--- src/rtl/rxc_pkg.sv ---
`timescale 1ns/1ps
package rxc_pkg;
    localparam int ENTRY_W = 12;
    localparam int STAT_W  = 4;

    typedef struct packed {
        logic       ovr;
        logic       brk;
        logic       par;
        logic       frm;
        logic [7:0] data;
    } rx_entry_t;

    typedef struct packed {
        logic [1:0] wlen;
        logic       par_en;
        logic       even;
        logic       stick;
    } rx_cfg_t;

    typedef enum logic [2:0] {
        PH_IDLE,
        PH_START,
        PH_DATA,
        PH_PAR,
        PH_STOP,
        PH_WAIT_HIGH
    } rx_phase_e;
endpackage

--- src/rtl/rxc_sync.sv ---
`timescale 1ns/1ps
module rxc_sync #(
    parameter int STAGES = 2
) (
    input  logic clk,
    input  logic rst_n,
    input  logic din,
    output logic dout
);
    logic [STAGES-1:0] sh_d, sh_q;

    always_comb begin
        sh_d = {sh_q[STAGES-2:0], din};
    end

    always_ff @(posedge clk or negedge rst_n) begin
        if (!rst_n) sh_q <= '1;
        else        sh_q <= sh_d;
    end

    assign dout = sh_q[STAGES-1];
endmodule

--- src/rtl/rxc_deser.sv ---
`timescale 1ns/1ps
module rxc_deser
    import rxc_pkg::*;
#(
    parameter int OVERSAMPLE = 16
) (
    input  logic      clk,
    input  logic      rst_n,
    input  logic      tick,
    input  logic      rxd_s,
    input  logic      start_ok,
    input  rx_cfg_t   cfg_in,
    output logic      push_valid,
    output rx_entry_t push_entry
);
    localparam int CNT_W = $clog2(OVERSAMPLE);
    localparam logic [CNT_W-1:0] MID_CNT  = CNT_W'(OVERSAMPLE / 2 - 2);
    localparam logic [CNT_W-1:0] LAST_CNT = CNT_W'(OVERSAMPLE - 1);

    typedef struct packed {
        rx_phase_e        phase;
        logic [CNT_W-1:0] cnt;
        logic [2:0]       idx;
        logic [7:0]       shreg;
        logic             pbit;
        logic             all_low;
        rx_cfg_t          cfg;
    } deser_st_t;

    deser_st_t st_d, st_q;
    logic [2:0] last_idx;
    logic       exp_par;
    logic       is_brk;

    always_comb begin
        st_d       = st_q;
        push_valid = 1'b0;
        push_entry = '0;
        last_idx   = 3'd4 + {1'b0, st_q.cfg.wlen};
        exp_par    = st_q.cfg.stick ? ~st_q.cfg.even : ((^st_q.shreg) ^ ~st_q.cfg.even);
        is_brk     = st_q.all_low && !rxd_s;
        unique case (st_q.phase)
            PH_IDLE: begin
                if (tick && !rxd_s && start_ok) begin
                    st_d.phase   = PH_START;
                    st_d.cnt     = '0;
                    st_d.idx     = '0;
                    st_d.shreg   = '0;
                    st_d.pbit    = 1'b0;
                    st_d.all_low = 1'b1;
                    st_d.cfg     = cfg_in;
                end
            end
            PH_START: begin
                if (tick) begin
                    if (st_q.cnt == MID_CNT) begin
                        st_d.cnt   = '0;
                        st_d.phase = rxd_s ? PH_IDLE : PH_DATA;
                    end else begin
                        st_d.cnt = st_q.cnt + 1'b1;
                    end
                end
            end
            PH_DATA: begin
                if (tick) begin
                    if (st_q.cnt == LAST_CNT) begin
                        st_d.cnt               = '0;
                        st_d.shreg[st_q.idx]   = rxd_s;
                        st_d.all_low           = st_q.all_low && !rxd_s;
                        if (st_q.idx == last_idx)
                            st_d.phase = st_q.cfg.par_en ? PH_PAR : PH_STOP;
                        else
                            st_d.idx = st_q.idx + 1'b1;
                    end else begin
                        st_d.cnt = st_q.cnt + 1'b1;
                    end
                end
            end
            PH_PAR: begin
                if (tick) begin
                    if (st_q.cnt == LAST_CNT) begin
                        st_d.cnt     = '0;
                        st_d.pbit    = rxd_s;
                        st_d.all_low = st_q.all_low && !rxd_s;
                        st_d.phase   = PH_STOP;
                    end else begin
                        st_d.cnt = st_q.cnt + 1'b1;
                    end
                end
            end
            PH_STOP: begin
                if (tick) begin
                    if (st_q.cnt == LAST_CNT) begin
                        push_valid      = 1'b1;
                        push_entry.data = is_brk ? 8'h00 : st_q.shreg;
                        push_entry.frm  = !rxd_s;
                        push_entry.brk  = is_brk;
                        push_entry.par  = st_q.cfg.par_en && !is_brk && (st_q.pbit != exp_par);
                        push_entry.ovr  = 1'b0;
                        st_d.cnt        = '0;
                        st_d.phase      = rxd_s ? PH_IDLE : PH_WAIT_HIGH;
                    end else begin
                        st_d.cnt = st_q.cnt + 1'b1;
                    end
                end
            end
            PH_WAIT_HIGH: begin
                if (rxd_s) st_d.phase = PH_IDLE;
            end
            default: st_d.phase = PH_IDLE;
        endcase
    end

    always_ff @(posedge clk or negedge rst_n) begin
        if (!rst_n) begin
            st_q       <= '0;
            st_q.phase <= PH_IDLE;
        end else begin
            st_q <= st_d;
        end
    end

    AST_SINGLE_PUSH: assert property (@(posedge clk) disable iff (!rst_n)
        push_valid |=> !push_valid);
    AST_BREAK_SHAPE: assert property (@(posedge clk) disable iff (!rst_n)
        (push_valid && push_entry.brk) |-> (push_entry.frm && !push_entry.par && push_entry.data == 8'h00));
    AST_IDLE_AFTER_STOP: assert property (@(posedge clk) disable iff (!rst_n)
        push_valid |=> (st_q.phase == PH_IDLE || st_q.phase == PH_WAIT_HIGH));
endmodule

--- src/rtl/rxc_fifo.sv ---
`timescale 1ns/1ps
module rxc_fifo
    import rxc_pkg::*;
#(
    parameter int DEPTH = 16
) (
    input  logic      clk,
    input  logic      rst_n,
    input  logic      fifo_mode,
    input  logic      push,
    input  rx_entry_t push_data,
    input  logic      pop_req,
    output logic      pop_done,
    output logic      ovr_evt,
    output rx_entry_t head,
    output logic      empty,
    output logic      full
);
    localparam int PTR_W = (DEPTH > 1) ? $clog2(DEPTH) : 1;
    localparam int CNT_W = $clog2(DEPTH + 1);
    localparam logic [PTR_W-1:0] PTR_LAST = PTR_W'(DEPTH - 1);

    typedef struct packed {
        logic [DEPTH-1:0][ENTRY_W-1:0] mem;
        logic [PTR_W-1:0]              wr;
        logic [PTR_W-1:0]              rd;
        logic [CNT_W-1:0]              cnt;
    } fifo_st_t;

    fifo_st_t         st_d, st_q;
    logic [CNT_W-1:0] cap;
    logic [PTR_W-1:0] newest;
    logic             room;

    always_comb begin
        st_d     = st_q;
        ovr_evt  = 1'b0;
        cap      = fifo_mode ? CNT_W'(DEPTH) : CNT_W'(1);
        pop_done = pop_req && (st_q.cnt != '0);
        room     = (st_q.cnt < cap) || pop_done;
        newest   = (st_q.wr == '0) ? PTR_LAST : st_q.wr - 1'b1;

        if (pop_done)
            st_d.rd = (st_q.rd == PTR_LAST) ? '0 : st_q.rd + 1'b1;

        if (push && room) begin
            st_d.mem[st_q.wr] = push_data;
            st_d.wr = (st_q.wr == PTR_LAST) ? '0 : st_q.wr + 1'b1;
        end else if (push) begin
            ovr_evt = 1'b1;
            st_d.mem[newest][ENTRY_W-1] = 1'b1;
        end

        unique case ({push && room, pop_done})
            2'b10:   st_d.cnt = st_q.cnt + 1'b1;
            2'b01:   st_d.cnt = st_q.cnt - 1'b1;
            default: st_d.cnt = st_q.cnt;
        endcase
    end

    always_ff @(posedge clk or negedge rst_n) begin
        if (!rst_n) st_q <= '0;
        else        st_q <= st_d;
    end

    assign head  = (st_q.cnt != '0) ? rx_entry_t'(st_q.mem[st_q.rd]) : '0;
    assign empty = (st_q.cnt == '0);
    assign full  = (st_q.cnt >= cap);

    AST_COUNT_BOUND: assert property (@(posedge clk) disable iff (!rst_n)
        st_q.cnt <= CNT_W'(DEPTH));
    AST_COUNT_STEP: assert property (@(posedge clk) disable iff (!rst_n)
        (!push && !pop_req) |=> $stable(st_q.cnt));
    AST_NO_DROP_ON_POP: assert property (@(posedge clk) disable iff (!rst_n)
        (push && pop_done) |-> !ovr_evt);
endmodule

--- src/rtl/rxc_status.sv ---
`timescale 1ns/1ps
module rxc_status
    import rxc_pkg::*;
(
    input  logic              clk,
    input  logic              rst_n,
    input  logic              pop,
    input  rx_entry_t         popped,
    input  logic              ovr_evt,
    input  logic              clr,
    output logic [STAT_W-1:0] stat
);
    logic [STAT_W-1:0] stat_d, stat_q;

    always_comb begin
        stat_d = stat_q;
        if (pop) begin
            stat_d[0] = popped.frm;
            stat_d[1] = popped.par;
            stat_d[2] = popped.brk;
            stat_d[3] = stat_q[3] | popped.ovr;
        end
        if (clr)     stat_d    = '0;
        if (ovr_evt) stat_d[3] = 1'b1;
    end

    always_ff @(posedge clk or negedge rst_n) begin
        if (!rst_n) stat_q <= '0;
        else        stat_q <= stat_d;
    end

    assign stat = stat_q;

    AST_FLAGS_HOLD: assert property (@(posedge clk) disable iff (!rst_n)
        (!pop && !clr) |=> $stable(stat_q[2:0]));
    AST_OVR_STICKY: assert property (@(posedge clk) disable iff (!rst_n)
        (stat_q[3] && !clr) |=> stat_q[3]);
    AST_CLEAR_ALL: assert property (@(posedge clk) disable iff (!rst_n)
        (clr && !ovr_evt) |=> (stat_q == '0));
    AST_OVR_BEATS_CLR: assert property (@(posedge clk) disable iff (!rst_n)
        ovr_evt |=> stat_q[3]);
endmodule

--- src/rtl/uart_rx_capture.sv ---
`timescale 1ns/1ps
module uart_rx_capture
    import rxc_pkg::*;
#(
    parameter int DEPTH       = 16,
    parameter int OVERSAMPLE  = 16,
    parameter int SYNC_STAGES = 2
) (
    input  logic        clk,
    input  logic        rst_n,
    input  logic        baud_tick16,
    input  logic        rxd,
    input  logic        uart_en,
    input  logic        rx_en,
    input  logic        fifo_en,
    input  logic [1:0]  word_len,
    input  logic        parity_en,
    input  logic        even_par,
    input  logic        stick_par,
    input  logic        rts_flow_en,
    input  logic        rts_manual,
    input  logic        rd_pop,
    input  logic        err_clr,
    output logic [11:0] rd_entry,
    output logic [3:0]  rx_status,
    output logic        rx_empty,
    output logic        rx_full,
    output logic        rts_out
);
    logic      rxd_s;
    logic      push_valid;
    rx_entry_t push_entry;
    rx_entry_t head;
    rx_cfg_t   cfg;
    logic      pop_done;
    logic      ovr_evt;

    always_comb begin
        cfg.wlen   = word_len;
        cfg.par_en = parity_en;
        cfg.even   = even_par;
        cfg.stick  = stick_par;
    end

    rxc_sync #(.STAGES(SYNC_STAGES)) i_sync (
        .clk  (clk),
        .rst_n(rst_n),
        .din  (rxd),
        .dout (rxd_s)
    );

    rxc_deser #(.OVERSAMPLE(OVERSAMPLE)) i_deser (
        .clk       (clk),
        .rst_n     (rst_n),
        .tick      (baud_tick16),
        .rxd_s     (rxd_s),
        .start_ok  (uart_en && rx_en),
        .cfg_in    (cfg),
        .push_valid(push_valid),
        .push_entry(push_entry)
    );

    rxc_fifo #(.DEPTH(DEPTH)) i_fifo (
        .clk      (clk),
        .rst_n    (rst_n),
        .fifo_mode(fifo_en),
        .push     (push_valid),
        .push_data(push_entry),
        .pop_req  (rd_pop),
        .pop_done (pop_done),
        .ovr_evt  (ovr_evt),
        .head     (head),
        .empty    (rx_empty),
        .full     (rx_full)
    );

    rxc_status i_status (
        .clk    (clk),
        .rst_n  (rst_n),
        .pop    (pop_done),
        .popped (head),
        .ovr_evt(ovr_evt),
        .clr    (err_clr),
        .stat   (rx_status)
    );

    assign rd_entry = head;
    assign rts_out  = rts_flow_en ? !rx_full : rts_manual;

    AST_OVR_ONLY_FULL: assert property (@(posedge clk) disable iff (!rst_n)
        ovr_evt |-> (rx_full && !rd_pop));
    AST_OVR_TO_STATUS: assert property (@(posedge clk) disable iff (!rst_n)
        ovr_evt |=> rx_status[3]);
    AST_EMPTY_POP_NOP: assert property (@(posedge clk) disable iff (!rst_n)
        (rx_empty && !push_valid) |=> rx_empty);
endmodule

--- config.mk ---
export PLATFORM = sky130hd
export DESIGN_NAME = uart_rx_capture
export DESIGN_NICKNAME = d
export VERILOG_FILES = /design/src/rtl/rxc_pkg.sv /design/src/rtl/rxc_sync.sv /design/src/rtl/rxc_deser.sv /design/src/rtl/rxc_fifo.sv /design/src/rtl/rxc_status.sv /design/src/rtl/uart_rx_capture.sv
export SDC_FILE = /design/constraint.sdc
export NUM_CORES = 1
export LEC_CHECK = 0
export BUFFER_PORTS_ARGS = -buffer_cell sky130_fd_sc_hd__buf_2
export CAP_MARGIN = 10
export CORE_ASPECT_RATIO = 1.75
export CORE_MARGIN = 8
export CORE_UTILIZATION = 45
export DETAILED_ROUTE_END_ITERATION = 6
export PLACE_DENSITY = 0.58
export SETUP_SLACK_MARGIN = 0.5
export SLEW_MARGIN = 20
export SYNTH_ARGS = -nofsm -noshare
export SYNTH_HDL_FRONTEND = slang
export SYNTH_SLANG_ARGS = --single-unit
--- constraint.sdc ---
create_clock -name clk -period 3.7 [get_ports clk]
set_input_delay 0.185 -clock clk [delete_from_list [all_inputs] [get_ports clk]]
set_output_delay 0.185 -clock clk [all_outputs]
set_load 0.01 [all_outputs]
==> metrics.txt, run 1 <==
# DRC=0; Post-synth EDFFs=0; Slew @ Worst Pin=between 900 and 1000 ps; Post-Syn Area=around 11000 sq um; Num CTS Buffers=24; Post-DRT Antenna Nets=0; Clock transition at path regs=~60 ps; Vias=8017; Final Hold Viols=0; fmax=330 MHz; worst hold path type=input port to register; CTS sink count=236; Crit path arrival time=2840 ps; number of global-route vias before repair=8185; CP endpoint kind=primary output; Tot GR Track Use=0.180; wire per inst=18.5 microns; drt via density=5.59; nets=1131; clk_skew=~7.9 ps; CTS tree=built; Placer Congestion=~0.79; # rows=77; Crit Path Class=register to primary output; flop and latch count out of synthesis=236; Syn Area/Cell=10.4 sq um; Worst setup SP type=register; CP max FO=19; count of buffers from port buffering=34; unrepaired setup endpoints after global routing=no; commonest cells after routing, fill and taps aside=230 x dfrtp_1, 221 x nand2_1, 176 x o21ai_1; pin count of the biggest net entering global routing=115; H-tree depth=1; CP required=3510 ps; largest area contributor in the netlist=dfrtp_1; Die X-Extent=137 microns; Skew-Pair Late Insertion Delay=530 ps; drt initial violations=609; Max Cap Viol=0; Max VDD drop=0.000518 V; most common cell after layout, fill and taps aside=dfrtp_1; Layout area overhead=12.1%; Final min period=3030 ps; Post-Synthesis Cells=1096; DIE HEIGHT=227 microns; initial antenna violation count=0; Critical-path top delay cell=dfrtp_4; Pwr Density=~440 nW/um^2; Root Driver=clkbuf_16; clock buffer depth=3; Remaining Overflow, GRT=0; Rel. slew slack=0.354; Ys Warns=0; largest cells by area after synthesis=dfrtp_1 51%, mux4_2 9.4%, o21ai_1 7.7%; final setup fails=0; crit path cell chain=buf_4, mux4_2, mux2_2, o21ai_0, nor2_1, buf_2; Leak Pwr=5.29 nW; asr flop ratio synth=1.00; Fin Setup TNS=0 ps; worst hold slack=slightly below 90 ps; core area=between 20000 and 30000 sq um; Buf+Inv Stages, Crit Path=2; initial core utilization=0.455; global-route wire length before repair=44400 microns; Period Utilization, post-route=0.819; CP top delay family=multiplexers; Top FF cell, synth=dfrtp_1; DRT Pass-1 Iters=5; status=finished clean; Critical Path Max Stage Delay=690 ps; share of cells above drive strength 1=0.166; sequential fraction of the synthesis area=0.516; max-slew violation total from the final report=0; DP Wirelength=17300 microns; Diodes inserted=0; share of the synthesized area in the top cell type=0.512; syn_nets=about 1.1k; Die ar.=31000 sq um; IO Count=35; Routed WL=approximately 26000 microns; Synth cell types=between 50 and 60
## power by group
part	leakage [nW]	internal [mW]	switching, mW	total (mW)
Sequential	3.26	2.60	0.0162	2.61
Combinational	1.57	0.0455	0.0845	0.130
Clock	0.461	1.78	1.06	2.83
Total	5.29	4.42	1.16	5.58
## path summary, 6_finish.rpt
check                      slack [ps]  depth (start not counted)            from                to
setup / recovery                  670                          6  i_fifo.st_q[5]      rd_entry[11]
hold / removal                     90                          5     baud_tick16  i_deser.st_q[23]
setup reg to reg                  670                          9  i_fifo.st_q[0]  i_fifo.st_q[171]
hold reg to reg                   360                          0  i_sync.sh_q[0]    i_sync.sh_q[1]
max in group asynchronous        2480                          3           rst_n   i_fifo.st_q[38]
min in group asynchronous         290                          2           rst_n   i_fifo.st_q[10]
## synthesized netlist by cell type, types with 4 or more instances
library cell    n
o21ai_0        28
a21oi_1        15
xor2_1          8
mux2_2          8
o21ai_1       176
nor3_1          6
buf_4           9
a31oi_1        25
nor2_1         19
buf_2          34
nand3_2         9
o31ai_1         6
mux2i_1        17
inv_1          14
o41ai_1         4
ha_1           15
nand3_1        34
a211oi_1       27
clkbuf_1       40
mux4_2         48
buf_6           5
dfrtp_1       234
nor2b_1        22
xnor2_1        12
nand2_1       221
## cells by family after synthesis
logic type | after synthesis | synth area share
compound gates | 304 | 0.153
xor+xnor | 20 | 0.0153
fa+ha+maj | 15 | 0.0164
buf+inv | 107 | 0.0466
flops | 236 | 0.516
mux | 73 | 0.117
simple gates | 341 | 0.135
## final cells by class
class / instances / area (sq um)
fillers: 2276 / 12300
flip-flops and latches: 236 / 5920
multi-input cells: 753 / 5000
clock buffers: 26 / 618
repair buffers: 71 / 528
well taps: 316 / 395
clock inverters: 18 / 309
inverters: 14 / 52.6
## tightest hold or removal path, cell delays in order
cell	delay [ps]
buf_2	130
nand2_1	60
nor3_1	40
nor2_1	100
a211oi_1	60
## timing repair
action	4_1_cts	5_1_grt
buffers inserted	0	5
gates resized for setup	0	2
endpoints found under the hold margin	120	0
endpoints found under the setup margin	0	49
hold buffers	8	0
## sequential cells by signal (all words and copies together) (netlist names)
name and flops:
i_deser.st_q 25, i_fifo.st_q 205, i_status.stat 4, i_sync.sh_q 2
## per-stage QoR
step	power, mW	instances	util	setup slack [ps]	instance area, sq um
final	5.58	1434	0.510	671	12800
after global routing	5.77	1434	0.510	485	12800
after CTS	5.65	1429	0.508	625	12800
after detailed placement	2.79	1377	0.468	683	11800
after global placement	2.79	1377	0.468	722	11800
after floorplan	2.71	1096	-	538	11400
## per-layer routing
| metal | part of all wire | track usage |
|---|---|---|
| met1 | 0.43 | 0.228 |
| met2 | 0.52 | 0.314 |
| met3 | 0.033 | 0.0220 |
| met4 | 0.020 | 0.0491 |
| met5 | 0 | 0 |
(Power assumes the default switching activity.)
==> run 2: changes to the inputs <==
Clock period 3.7 ns to 3.1 ns, I/O delays scaled along.
==> run 2 against run 1 <==
  * Combinational power up 22%
  * Worst hold slack worse by 52 ps
  * Flip-flop and latch count stayed put
  * Utilization up 2.6 points
  * Die area did not move
  * Global-route usage is essentially flat
  * Clock power is 7.8% higher
  * Critical path depth increased by 7
  * Final area up 5.0%
  * Cell count is 2.9% higher
  * Power increased by 14%
  * Critical endpoint is now i_fifo.st_q[3]
  * Largest power group is now sequential cells
==> metrics.txt, run 2 (synthesis results as in run 1) <==
status=finished clean; CP max FO=3; Crit Path Class=register to register; Tot GR Track Use=0.180; Critical-path top delay cell=or4b_4; CTS sink count=236; share of cells above drive strength 1=0.233; CP required=3500 ps; pin count of the biggest net entering global routing=69; Placer Congestion=0.790; Period Utilization, post-route=0.868; core area=~25000 sq um; r2r startpoint=i_fifo.st_q[0]; Critical Path Max Stage Delay=450 ps; worst hold path type=input port to register; Worst setup SP type=register; initial core utilization=0.455; Post-DRT Antenna Nets=0; DIE HEIGHT=227 microns; H-tree depth=1; # rows=77; initial antenna violation count=0; Remaining Overflow, GRT=0; wire per inst=18.5 microns; Vias=a little over 8k; crit path from=i_fifo.st_q[0]; reg-to-reg critical path endpoint=i_fifo.st_q[3]; nets=about 1.2k; Final Cell Area=13500 sq um; most frequent CP cell=ha_4; DRT Pass-1 Iters=5; Clock transition at path regs=60 ps; Rel. slew slack=0.547; number of cells on the worst hold path=5; Pwr Density=470 nW/um^2; CP endpoint kind=register; R2R setup slack=410 ps; CTS tree=built; worst reg2reg path depth=13; clock buffer depth=3; Skew-Pair Late Insertion Delay=530 ps; Fin Setup TNS=0 ps; Hold EP=i_deser.st_q[23]; global-route wire length before repair=44500 microns; Die X-Extent=137 microns; Diodes inserted=0; Slew @ Worst Pin=679 ps; Hold Path Origin=baud_tick16; fmax=372 MHz; most flop-heavy register=i_fifo.st_q; Crit path arrival time=3090 ps; Max Cap Viol=0; Routed WL=27300 microns; IO Count=35; Final Hold Viols=0; max-slew violation total from the final report=0; commonest cells after routing, fill and taps aside=227 x dfrtp_1, 213 x nand2_1, 177 x o21ai_1; drt via density=5.58; # DRC=0; unrepaired setup endpoints after global routing=yes; crit path cell chain=inv_2, ha_4, or4b_4, a21o_1, a21oi_4, inv_4, ha_4, buf_4, buf_6, xor2_4, a221oi_2, nor2_1, xor2_1; Max VDD drop=about 0.00039 V; count of buffers from port buffering=34; DP Wirelength=17800 microns; final setup fails=0; drt initial violations=475; Placed Area=around 12000 sq um; Layout area overhead=17.7%; Num CTS Buffers=24; Final min period=~2700 ps; max reg flops=205; Leak Pwr=about 5.5 nW; Die ar.=approximately 31000 sq um; number of global-route vias before repair=about 8.2k; clk_skew=22.3 ps; most common cell after layout, fill and taps aside=dfrtp_1; Root Driver=clkbuf_16
==> run 2: changes by cell type in the layout (fill, tap and decap cells not counted), sizes merged <==
cell | previous run | this run
clkinvlp | 0 | 1
buf | 63 | 101
bufinv | 8 | 3
clkinv | 8 | 7
inv | 16 | 14
clkbuf | 26 | 36
==> run 2: cell type report <==
class / count / area (sq um)
fillers: 2200 / 11700
flip-flops and latches: 236 / 5920
clock buffers: 33 / 694
clock inverters: 11 / 145
inverters: 14 / 58.8
repair buffers: 112 / 1010
well taps: 316 / 395
multi-input cells: 753 / 5240
==> run 2: how the worst max path moves through the flow <==
stage                                 to  slack (ps)  cells after the start
after floorplan           i_fifo.st_q[4]         170                     16
after global placement    i_fifo.st_q[4]         450                     14
after detailed placement  i_fifo.st_q[4]         390                     14
after CTS                 i_fifo.st_q[4]         390                     14
after global routing      i_fifo.st_q[4]         290                     14
final                     i_fifo.st_q[3]         410                     13
==> run 2: per-layer routing <==
| metal | part of all wire | track usage |
|---|---|---|
| met2 | 0.52 | 0.312 |
| met4 | 0.018 | 0.0520 |
| met3 | 0.032 | 0.0217 |
| met5 | 0 | 0 |
| met1 | 0.43 | 0.231 |
==> run 2: per-stage QoR <==
step           hold slack, ps  utilization  power [mW]  cells  setup slack (ps)
2_1_floorplan            -141            -        3.23   1096               169
3_3_place_gp              177        0.475        3.33   1398               448
3_5_place_dp              175        0.475        3.33   1398               389
4_1_cts                  12.7        0.520        6.43   1461               392
5_1_grt                  32.9        0.536        6.56   1475               287
6_report                 35.6        0.536        6.33   1475               409
==> run 2: power by group <==
part	total, mW	switching, mW	leakage [nW]	internal [mW]
registers	3.12	0.0191	3.26	3.10
logic	0.159	0.102	1.86	0.0576
clock network	3.05	1.23	0.420	1.82
total	6.33	1.35	5.54	4.98
==> run 2: what timing repair did <==
| action | CTS | global route |
|---|---|---|
| gates cloned | 1 | 2 |
| pin swaps | 0 | 17 |
| hold endpoints to repair | 74 | 0 |
| hold buffers | 8 | 0 |
| buffers inserted | 10 | 12 |
| resized for setup | 15 | 54 |
| endpoints found under the setup margin | 48 | 177 |
==> run 2: worst max-delay path, delay by kind of cell, from the launching register on <==
kind / cells / cell delay (ps)
AOI/OAI and AO/OA: 3 / 640
xor gates and xnor gates: 2 / 330
adders and majority gates: 2 / 290
buffers and inverters: 4 / 370
DFF: 1 / 410
and+or+nand+nor: 2 / 540
==> run 3: changes to the inputs <==
Clock period 3.1 ns to 2.6 ns, I/O delays scaled along.
==> run 3 against run 2 <==
  * The flow now finishes with violations (setup timing)
  * Final area increased by 2.2%
  * Utilization increased by 1.2 points
  * Worst setup slack got worse by 510 ps
  * Maximum frequency decreased by 0.21%
  * Critical endpoint is now i_fifo.st_q[4]
  * Largest power group unchanged
  * Highest routed layer unchanged
==> metrics.txt, run 3 (synthesis results as in run 1) <==
Critical Path Max Stage Delay=450 ps; Tot GR Track Use=0.191; Final Hold Viols=0; drt via density=5.57; Diodes inserted=0; worst hold path type=input port to register; Vias=8410; final worst slack=-96.8 ps; Rel. slew slack=0.571; number of global-route vias before repair=8636; Clock transition at path regs=60 ps; CTS tree=built; share of cells above drive strength 1=0.249; clock buffer depth=3; IO Count=35; Remaining Overflow, GRT=0; CP endpoint kind=register; DIE HEIGHT=227 microns; Crit path arrival time=3100 ps; DP Wirelength=19200 microns; initial antenna violation count=0; Routed WL=28500 microns; count of buffers from port buffering=34; Final min period=2700 ps; # rows=77; Die ar.=about 31000 sq um; post-place setup slack=-115 ps; Die X-Extent=137 microns; most common cell after layout, fill and taps aside=dfrtp_1; commonest cells after routing, fill and taps aside=230 x dfrtp_1, 221 x nand2_1, 176 x o21ai_1; max reg flops=roughly 210; Critical-path top delay cell=or4b_4; most flop-heavy register=i_fifo.st_q; core area=25100 sq um; Crit Path Class=register to register; fmax=371 MHz; wire per inst=around 19 microns; Num CTS Buffers=24; Slew @ Worst Pin=643 ps; max-slew violation total from the final report=0; status=finished with violations; crit path cell chain=inv_2, ha_4, or4b_4, a21o_1, a21oi_4, inv_4, ha_4, xor2_1, ha_2, nand3_2, o21ai_2, a221oi_2, nor2_1, xor2_1; clk_skew=9.41 ps; Filler cells=2200; global-route wire length before repair=between 40000 and 50000 microns; Final Cell Area=13800 sq um; drt initial violations=317; H-tree depth=1; CTS sink count=236; Root Driver=clkbuf_16; Leak Pwr=between 5 and 6 nW; Placer Congestion=~0.8; # DRC=0; initial core utilization=0.455; unrepaired setup endpoints after global routing=yes; DRT Pass-1 Iters=4; CP top delay family=compound AO/OA/AOI/OAI gates; Skew-Pair Late Insertion Delay=520 ps; Placed Area=~12000 sq um; Max VDD drop=0.000424 V; CP required=~3000 ps; final setup fails=15; Post-DRT Antenna Nets=0; violated checks=setup timing; CP max FO=3; Layout area overhead=20.3%; nets=1209; pin count of the biggest net entering global routing=77; Worst setup SP type=register; Period Utilization, post-route=1.04; Max Cap Viol=0; Buf+Inv Stages, Crit Path=2; Pwr Density=~540 nW/um^2
==> run 3: cell types whose count changed in the layout (fill, tap and decap cells not counted), moves of 4 or more <==
cell / change
buf_4: +29
nand2_1: +8
nand2_2: -8
buf_6: +6
clkbuf_1: +6
buf_12: +5
clkinv_2: -5
nor2b_1: -5
mux2i_1: -4
nor2b_4: +4
==> run 3: worst reg2reg max path, delay by kind of cell (launching register included) <==
| family | cells | cell delay [ps] |
|---|---|---|
| fa+ha+maj | 3 | 470 |
| buf+inv | 2 | 110 |
| compound gates | 4 | 700 |
| xor+xnor | 2 | 290 |
| flops | 1 | 400 |
| simple gates | 3 | 610 |
==> run 3: what timing repair did <==
action,4_1_cts,5_1_grt
pin swaps,23,17
setup buffers,21,0
gates cloned,1,0
setup endpoints to repair,224,228
endpoints found under the hold margin,76,0
hold buffers,9,0
gates resized for setup,69,12
==> run 3: power by group <==
group / switching (mW) / internal, mW / total [mW]
Combinational: 0.128 / 0.0760 / 0.204
Sequential: 0.0197 / 3.70 / 3.72
Clock: 1.40 / 2.07 / 3.47
==> run 3: worst paths after layout <==
check / from / end / slack [ps] / depth (start not counted)
setup / recovery: i_fifo.st_q[0] / i_fifo.st_q[4] / -100 / 14
hold / removal: rd_pop / i_status.stat[3] / 60 / 4
setup reg to reg: i_fifo.st_q[0] / i_fifo.st_q[4] / -100 / 14
hold reg to reg: i_sync.sh_q[0] / i_sync.sh_q[1] / 360 / 0
max in group asynchronous: rst_n / i_fifo.st_q[98] / 1560 / 3
min in group asynchronous: rst_n / i_fifo.st_q[72] / 190 / 2
==> run 3: through the flow <==
stage	hold WS [ps]	power, mW	cells	TNS [ps]	utilization
after floorplan	-166	3.85	1096	-713	-
after global placement	154	3.98	1437	-47.2	0.490
after detailed placement	154	3.98	1437	-168	0.490
after CTS	47.5	7.48	1509	-208	0.544
after global routing	71.8	7.63	1509	-13090	0.547
final	62.4	7.39	1509	-499	0.547
==> run 3: cell type report <==
| class | count | area, sq um | area share |
|---|---|---|---|
| sequential | 236 | 5920 | 0.430 |
| multi-input combinational | 753 | 5290 | 0.385 |
| timing repair buffer | 149 | 1310 | 0.0955 |
| clock buffer | 38 | 714 | 0.0519 |
| tap | 316 | 395 | 0.0287 |
| clock inverter | 3 | 65.1 | 0.00473 |
| inverter | 14 | 57.6 | 0.00418 |
==> run 3: metal layers <==
layer  global-route usage  share of wire
met3               0.0193          0.030
met5                    0              0
met1                0.228           0.41
met2                0.349           0.54
met4               0.0605          0.024
